--- config.mk ---
export PLATFORM = sky130hd
export DESIGN_NAME = irq_vector_ctrl
export DESIGN_NICKNAME = d
export VERILOG_FILES = /design/src/rtl/irqc_pkg.sv /design/src/rtl/irqc_datapath.sv /design/src/rtl/irqc_control.sv /design/src/rtl/irq_vector_ctrl.sv
export SDC_FILE = /design/constraint.sdc
export NUM_CORES = 1
export LEC_CHECK = 0
export ABC_AREA = 1
export CORE_MARGIN = 1.5
export CORE_UTILIZATION = 54
export DETAILED_ROUTE_END_ITERATION = 6
export PLACE_DENSITY = 0.85
export SYNTH_ARGS = -nofsm -noshare
export SYNTH_HDL_FRONTEND = slang
export SYNTH_HIERARCHICAL = 1
export SYNTH_SLANG_ARGS = --single-unit
--- constraint.sdc ---
create_clock -name clk -period 4.6 [get_ports clk]
set_input_delay 0.92 -clock clk [delete_from_list [all_inputs] [get_ports clk]]
set_output_delay 0.92 -clock clk [all_outputs]
set_load 0.1 [all_outputs]
--- src/rtl/irqc_pkg.sv ---
`timescale 1ns/1ps
package irqc_pkg;
  localparam int NUM_EXT   = 3;
  localparam int NUM_INT   = 9;
  localparam int NUM_MASK  = NUM_EXT + NUM_INT;
  localparam int NUM_ENTRY = NUM_MASK + 2;
  localparam int IDX_W     = $clog2(NUM_ENTRY);
  localparam int HI_W      = NUM_MASK - 8;
  localparam logic [IDX_W-1:0] IDX_RESET = '0;
  localparam logic [IDX_W-1:0] IDX_BRK   = IDX_W'(NUM_ENTRY - 1);
  localparam logic [15:0] VEC_TOP = 16'hFFFE;

  localparam logic [2:0] A_REQ_LO = 3'd0;
  localparam logic [2:0] A_REQ_HI = 3'd1;
  localparam logic [2:0] A_EN_LO  = 3'd2;
  localparam logic [2:0] A_EN_HI  = 3'd3;
  localparam logic [2:0] A_POL    = 3'd4;
  localparam logic [2:0] A_STAT   = 3'd5;

  // control -> datapath strobes
  typedef struct packed {
    logic [NUM_MASK-1:0] clrReq;
    logic                clrReset;
    logic                setDisable;
  } strobe_t;

  function automatic logic [15:0] vecOf(input logic [IDX_W-1:0] idx);
    return VEC_TOP - {{(15-IDX_W){1'b0}}, idx, 1'b0};
  endfunction
endpackage

--- src/rtl/irqc_datapath.sv ---
`timescale 1ns/1ps
module irqc_datapath
  import irqc_pkg::*;
#(
  parameter int SYNC_STAGES = 2
) (
  input  logic                clk,
  input  logic                rst_n,
  input  logic [NUM_EXT-1:0]  extPin,
  input  logic [NUM_INT-1:0]  intEvt,
  input  logic [2:0]          regAddr,
  input  logic                regWrEn,
  input  logic [7:0]          regWrData,
  output logic [7:0]          regRdData,
  input  strobe_t             strb,
  output logic [NUM_MASK-1:0] reqQ,
  output logic [NUM_MASK-1:0] enQ,
  output logic                disableQ,
  output logic                resetPendQ
);
  logic [NUM_EXT-1:0] syncQ [SYNC_STAGES];
  logic [NUM_EXT-1:0] prevQ, polQ, pinNow, extEdge;
  logic [NUM_MASK-1:0] setVec, swKeep;
  logic wrReqLo, wrReqHi, wrEnLo, wrEnHi, wrPol, wrStat;

  always_ff @(posedge clk or negedge rst_n) begin
    if (!rst_n) begin
      for (int s = 0; s < SYNC_STAGES; s++) syncQ[s] <= '0;
      prevQ <= '0;
    end else begin
      syncQ[0] <= extPin;
      for (int s = 1; s < SYNC_STAGES; s++) syncQ[s] <= syncQ[s-1];
      prevQ <= syncQ[SYNC_STAGES-1];
    end
  end

  assign pinNow  = syncQ[SYNC_STAGES-1];
  // changed, and new level differs from polarity (pol 0: rising, pol 1: falling)
  assign extEdge = (pinNow ^ prevQ) & (pinNow ^ polQ);
  // maskable bit order follows priority
  assign setVec  = {extEdge[2], intEvt[8:1], extEdge[0], extEdge[1], intEvt[0]};

  assign wrReqLo = regWrEn && (regAddr == A_REQ_LO);
  assign wrReqHi = regWrEn && (regAddr == A_REQ_HI);
  assign wrEnLo  = regWrEn && (regAddr == A_EN_LO);
  assign wrEnHi  = regWrEn && (regAddr == A_EN_HI);
  assign wrPol   = regWrEn && (regAddr == A_POL);
  assign wrStat  = regWrEn && (regAddr == A_STAT);

  always_comb begin
    swKeep = '1;
    if (wrReqLo) swKeep[7:0] = regWrData;
    if (wrReqHi) swKeep[NUM_MASK-1:8] = regWrData[HI_W-1:0];
  end

  always_ff @(posedge clk or negedge rst_n) begin
    if (!rst_n) begin
      reqQ       <= '0;
      enQ        <= '0;
      polQ       <= '0;
      disableQ   <= 1'b1;
      resetPendQ <= 1'b1;
    end else begin
      reqQ <= (reqQ & swKeep & ~strb.clrReq) | setVec;
      if (wrEnLo) enQ[7:0] <= regWrData;
      if (wrEnHi) enQ[NUM_MASK-1:8] <= regWrData[HI_W-1:0];
      if (wrPol)  polQ <= regWrData[NUM_EXT-1:0];
      if (strb.setDisable) disableQ <= 1'b1;
      else if (wrStat)     disableQ <= regWrData[0];
      if (strb.clrReset) resetPendQ <= 1'b0;
    end
  end

  always_comb begin
    unique case (regAddr)
      A_REQ_LO: regRdData = reqQ[7:0];
      A_REQ_HI: regRdData = {{(8-HI_W){1'b0}}, reqQ[NUM_MASK-1:8]};
      A_EN_LO:  regRdData = enQ[7:0];
      A_EN_HI:  regRdData = {{(8-HI_W){1'b0}}, enQ[NUM_MASK-1:8]};
      A_POL:    regRdData = {{(8-NUM_EXT){1'b0}}, polQ};
      A_STAT:   regRdData = {7'd0, disableQ};
      default:  regRdData = 8'd0;
    endcase
  end

  // a write never creates a request bit
  p_sw_no_set_r3: assert property (@(posedge clk) disable iff (!rst_n)
    (wrReqLo && setVec[7:0] == 8'd0) |=> ((reqQ[7:0] & ~$past(reqQ[7:0])) == 8'd0));

  // acknowledge raises the mask flag
  p_ack_mask_r6: assert property (@(posedge clk) disable iff (!rst_n)
    strb.setDisable |=> disableQ);

  // hardware set wins over any clear
  for (genvar b = 0; b < NUM_MASK; b++) begin : g_hwWins
    p_hw_wins_r9: assert property (@(posedge clk) disable iff (!rst_n)
      setVec[b] |=> reqQ[b]);
  end
endmodule

--- src/rtl/irqc_control.sv ---
`timescale 1ns/1ps
module irqc_control
  import irqc_pkg::*;
(
  input  logic                clk,
  input  logic                rst_n,
  input  logic [NUM_MASK-1:0] reqQ,
  input  logic [NUM_MASK-1:0] enQ,
  input  logic                disableQ,
  input  logic                resetPendQ,
  input  logic                brkReq,
  input  logic                irqAck,
  output strobe_t             strb,
  output logic                irqValid,
  output logic [IDX_W-1:0]    irqSource,
  output logic [15:0]         irqVector
);
  logic [NUM_MASK-1:0] ready;
  logic                candHit, gValid, taken;
  logic [IDX_W-1:0]    candIdx, gIdx;

  assign ready = reqQ & enQ & {NUM_MASK{~disableQ}};

  always_comb begin
    candHit = 1'b0;
    candIdx = IDX_RESET;
    if (resetPendQ) begin
      candHit = 1'b1;
    end else begin
      for (int i = NUM_MASK-1; i >= 0; i--) begin
        if (ready[i]) begin
          candHit = 1'b1;
          candIdx = IDX_W'(i + 1);
        end
      end
      if (!candHit && brkReq) begin
        candHit = 1'b1;
        candIdx = IDX_BRK;
      end
    end
  end

  always_ff @(posedge clk or negedge rst_n) begin
    if (!rst_n) begin
      gValid <= 1'b0;
      gIdx   <= IDX_RESET;
    end else if (!gValid && candHit) begin
      gValid <= 1'b1;
      gIdx   <= candIdx;
    end else if (taken) begin
      gValid <= 1'b0;
    end
  end

  assign taken           = gValid && irqAck;
  assign strb.setDisable = taken;
  assign strb.clrReset   = taken && (gIdx == IDX_RESET);
  for (genvar m = 0; m < NUM_MASK; m++) begin : g_clr
    assign strb.clrReq[m] = taken && (gIdx == IDX_W'(m + 1));
  end

  assign irqValid  = gValid;
  assign irqSource = gIdx;
  assign irqVector = vecOf(gIdx);

  // presented entry is frozen until acknowledge
  p_hold_r8: assert property (@(posedge clk) disable iff (!rst_n)
    (gValid && !irqAck) |=> (gValid && $stable(gIdx)));
  // acknowledge drops the presentation
  p_ack_drop_r6: assert property (@(posedge clk) disable iff (!rst_n)
    (gValid && irqAck) |=> !gValid);
  // at most one clear per acknowledge
  p_one_clear_r6: assert property (@(posedge clk) disable iff (!rst_n)
    $onehot0({strb.clrReq, strb.clrReset}));
  // a maskable entry starts only with the mask flag clear
  p_masked_r2: assert property (@(posedge clk) disable iff (!rst_n)
    (gValid && !$past(gValid) && gIdx != IDX_RESET && gIdx != IDX_BRK) |-> !$past(disableQ));
  // pending reset is always chosen first
  p_reset_first_r5: assert property (@(posedge clk) disable iff (!rst_n)
    (!gValid && resetPendQ) |=> (gValid && gIdx == IDX_RESET));
endmodule

--- src/rtl/irq_vector_ctrl.sv ---
`timescale 1ns/1ps
module irq_vector_ctrl
  import irqc_pkg::*;
#(
  parameter int SYNC_STAGES = 2
) (
  input  logic                clk,
  input  logic                rst_n,
  input  logic [NUM_EXT-1:0]  extPin,
  input  logic [NUM_INT-1:0]  intEvt,
  input  logic                brkReq,
  input  logic [2:0]          regAddr,
  input  logic                regWrEn,
  input  logic [7:0]          regWrData,
  output logic [7:0]          regRdData,
  input  logic                irqAck,
  output logic                irqValid,
  output logic [IDX_W-1:0]    irqSource,
  output logic [15:0]         irqVector
);
  strobe_t             strb;
  logic [NUM_MASK-1:0] reqQ, enQ;
  logic                disableQ, resetPendQ;

  irqc_datapath #(.SYNC_STAGES(SYNC_STAGES)) u_dp (
    .clk(clk), .rst_n(rst_n), .extPin(extPin), .intEvt(intEvt),
    .regAddr(regAddr), .regWrEn(regWrEn), .regWrData(regWrData),
    .regRdData(regRdData), .strb(strb), .reqQ(reqQ), .enQ(enQ),
    .disableQ(disableQ), .resetPendQ(resetPendQ)
  );

  irqc_control u_ctl (
    .clk(clk), .rst_n(rst_n), .reqQ(reqQ), .enQ(enQ), .disableQ(disableQ),
    .resetPendQ(resetPendQ), .brkReq(brkReq), .irqAck(irqAck), .strb(strb),
    .irqValid(irqValid), .irqSource(irqSource), .irqVector(irqVector)
  );
endmodule

==> reports/summary.txt <==
Fillers - 390
CTS HTree Levels - 2
Synthesized instance count - 346
Port buffer count - 44
Synth area leader - dfrtp_1
Largest net degree at the start of global routing - 44
Synthesis Warnings - 6
Commonest cells in the netlist - 107 x nand2_1, 50 x inv_1, 43 x nor2_1
Clock sink count - 43
DRT Pass-1 Iters - 5
Routed len/inst - 13.1 um
Count leader, synth - nand2_1
Syn avg cell area - 7.13 sq um
Register area share after synthesis - 43.7%
Std-Cell Core Area - 4380 sq um
WP buf/inv - 3
CP Launch Type - primary input
Slew @ Worst Pin - 0.980 ns
Crit path kind - in2out
# Post-CTS Setup Buffers - 0
Clk root buf - clkbuf_8
Crit-path slowest cell - clkdlybuf4s50_1
Clock group share of total power - 15.7%
Crit. End Element - output pin
CTS tree - yes
Antenna violations before repair - 0
Antenna Cells - 0
Final Cycle Share - 80.0%
Power Internal - 731 uW
Max Cap Violations - 0
Power Density - 515 nW/um^2
RSZ-0062 raised after global routing - false
Fraction of layout cells with a size suffix above 1 - 10.0%
DPL Wire Length - 4.35 mm
Ys async rst share - 100%
Peak supply drop - 0.317 mV
Clk_lat worst skew - 0.29 ns
Die area - 4980 sq um
Final Max Tran Viols - 0
Number of nets with antenna violations after routing - 0
Post-route minimum period - 3.68 ns
Pre-CTS setup slack - 0.940 ns
Total track usage - 24.6%
Endpoints failing setup - 0
EDFF count, synth - 0
CP max FO - 10
WP data arrival - 2.76 ns
Ys flop type - dfrtp_1
Overflow after GRT - 0
Sw Share - 51.8%
Synth unique cells - 25
Fmax - 272 MHz
Num CTS Buffers - 5
Via count - 2290
Final total power - 1.52 mW
Vias in the first global route - 2103
Hold_ws - 0.354 ns
Chip Height - 70.6 um
Max clock buf depth - 2
Final worst slack - 0.919 ns
Setup TNS - 0 ns
Logic pwr share - 50.5%
Worst slew margin - 34.5%
Crit path required time - 3.68 ns
#FFs+latches synth - 43
Slowest Stage Delay on Critical Path - 0.74 ns
WL final - 5.78 mm
Syn Std Cell Area - 2470 sq um
Status - completed
RD Place Congestion - 0.922
Largest cells by area after synthesis - dfrtp_1 42%, nand2_1 16%, inv_1 7.6%
NetSw - 786 uW
Die X - 70.6 um
IO Count - 57
Endpoints failing hold - 0
Worst path top cell family by delay - buffers and inverters
Synth-to-layout area growth - 19.4%
Hold_buf cts - 0
Leakage - 1.59 nW
Residual DRC - 0
Num rows - 24
Initial core utilization - 56.2%
Resized cells post-CTS - 0
Hold WC Path Type - reg2reg
Final-stage net count - 417
Clk_skew - 0.00522 ns
Iteration-0 DRC Markers - 154
Fin util - 67.2%
Vias per cell - 5.18
Critical path, cell by cell - clkdlybuf4s50_1 -> inv_1 -> nor2_1 -> nand3_1 -> nand4_1 -> buf_4
Clock-pin slew on the worst setup and hold paths - 0.08 ns
First-pass GRT wire length - 9.67 mm
Sequential share of power - 33.8%
Post-synth top area share - 41.6%
-- power groups by stage --
stage	combinational (mW)	clock [mW]	sequential [mW]
floorplan	0.460	0	0.650
global placement	0.754	0	0.518
detailed placement	0.761	0	0.520
CTS	0.762	0.246	0.513
global route	0.817	0.259	0.524
finish	0.766	0.238	0.514
-- worst paths after layout --
kind	to	start	depth (start not counted)	slack, ns
hold / removal	u_dp/pinNow[2]$_DFF_PN0_	u_dp/syncQ[5]$_DFF_PN0_	0	0.35
max in group asynchronous	u_dp/enQ[2]$_DFFE_PN0P_	rst_n	1	3.22
setup / recovery	regRdData[3]	regAddr[0]	6	0.92
setup reg to reg	u_ctl/irqSource[1]$_DFFE_PN0P_	u_dp/disableQ$_DFFE_PN1P_	11	2.85
min in group asynchronous	u_ctl/irqSource[2]$_DFFE_PN0P_	rst_n	1	0.77
hold reg to reg	u_dp/pinNow[2]$_DFF_PN0_	u_dp/syncQ[5]$_DFF_PN0_	0	0.35
-- sequential cells by signal, summed over array words and instances, names as in the netlist --
register         cells
u_dp/disableQ        1
u_dp/reqQ           12
u_dp/prevQ           3
u_dp/pinNow          3
u_dp/enQ            12
u_dp/syncQ           3
u_ctl/irqSource      4
u_dp/resetPendQ      1
u_dp/polQ            3
u_ctl/irqValid       1
-- cell usage in the layout (no fill, tap or decap) --
master	n
buf_2	1
nand3b_1	1
nor3_4	1
nand2_1	107
inv_1	50
clkinvlp_4	2
o21bai_1	1
nand3_1	25
o21ai_2	8
inv_2	1
buf_4	8
o21ai_0	19
dfstp_2	2
nor2_4	2
clkinv_2	1
a21oi_1	4
clkdlybuf4s50_1	35
dfrtp_1	41
conb_1	12
nand2_4	1
inv_4	1
nor2_1	43
nor2_2	3
nand4_1	11
nand2_2	3
clkbuf_8	5
nor3_1	2
-- worst reg2reg max path, stage by stage (launching register included) --
cell	delay, ns
dfstp_2	0.62
inv_2	0.11
nand3_1	0.12
nand2_1	0.09
nor2_1	0.12
nand2_1	0.09
nor2_1	0.13
nand2_1	0.08
nand2_2	0.11
nor2_2	0.06
nand3_1	0.06
nand2_1	0.06
-- area by class of cell --
type / instances / area (sq um) / share of cell area, %
flip-flops and latches: 43 / 1080 / 36.6
multi-input cells: 243 / 1100 / 37.3
inverters: 52 / 198 / 6.71
well taps: 52 / 65.1 / 2.21
clock inverters: 3 / 20.0 / 0.680
clock buffers: 5 / 68.8 / 2.34
repair buffers: 44 / 415 / 14.1
-- cells by family (layout without fill, tap and decap cells) --
logic type             Yosys count  in the layout  synth area share (%)
AO/OA/AOI/OAI                   32             32                  7.81
AND/OR/NAND/NOR                199            199                  35.0
buffers and inverters           70            104                  13.2
other                            2             12                 0.305
flip-flops                      43             43                  43.7
-- per-stage QoR --
stage / instance area [sq um] / cells
after floorplan: 2500 / 356
after global placement: 2860 / 434
after detailed placement: 2860 / 434
after CTS: 2950 / 442
after global routing: 2950 / 442
final: 2950 / 442
-- routing by layer --
layer  vias to the layer above  share of wire [%]  GRT usage [%]  routed length (um)
li1                       1137                  -              -                   -
met1                      1053                 46           35.8                2660
met2                        93                 45           37.6                2620
met3                         7                7.4           4.84                 427
met4                         0                1.1           7.76                  66
met5                         -                  0              0                   0
No activity file was read; power rests on OpenSTA's default activity.
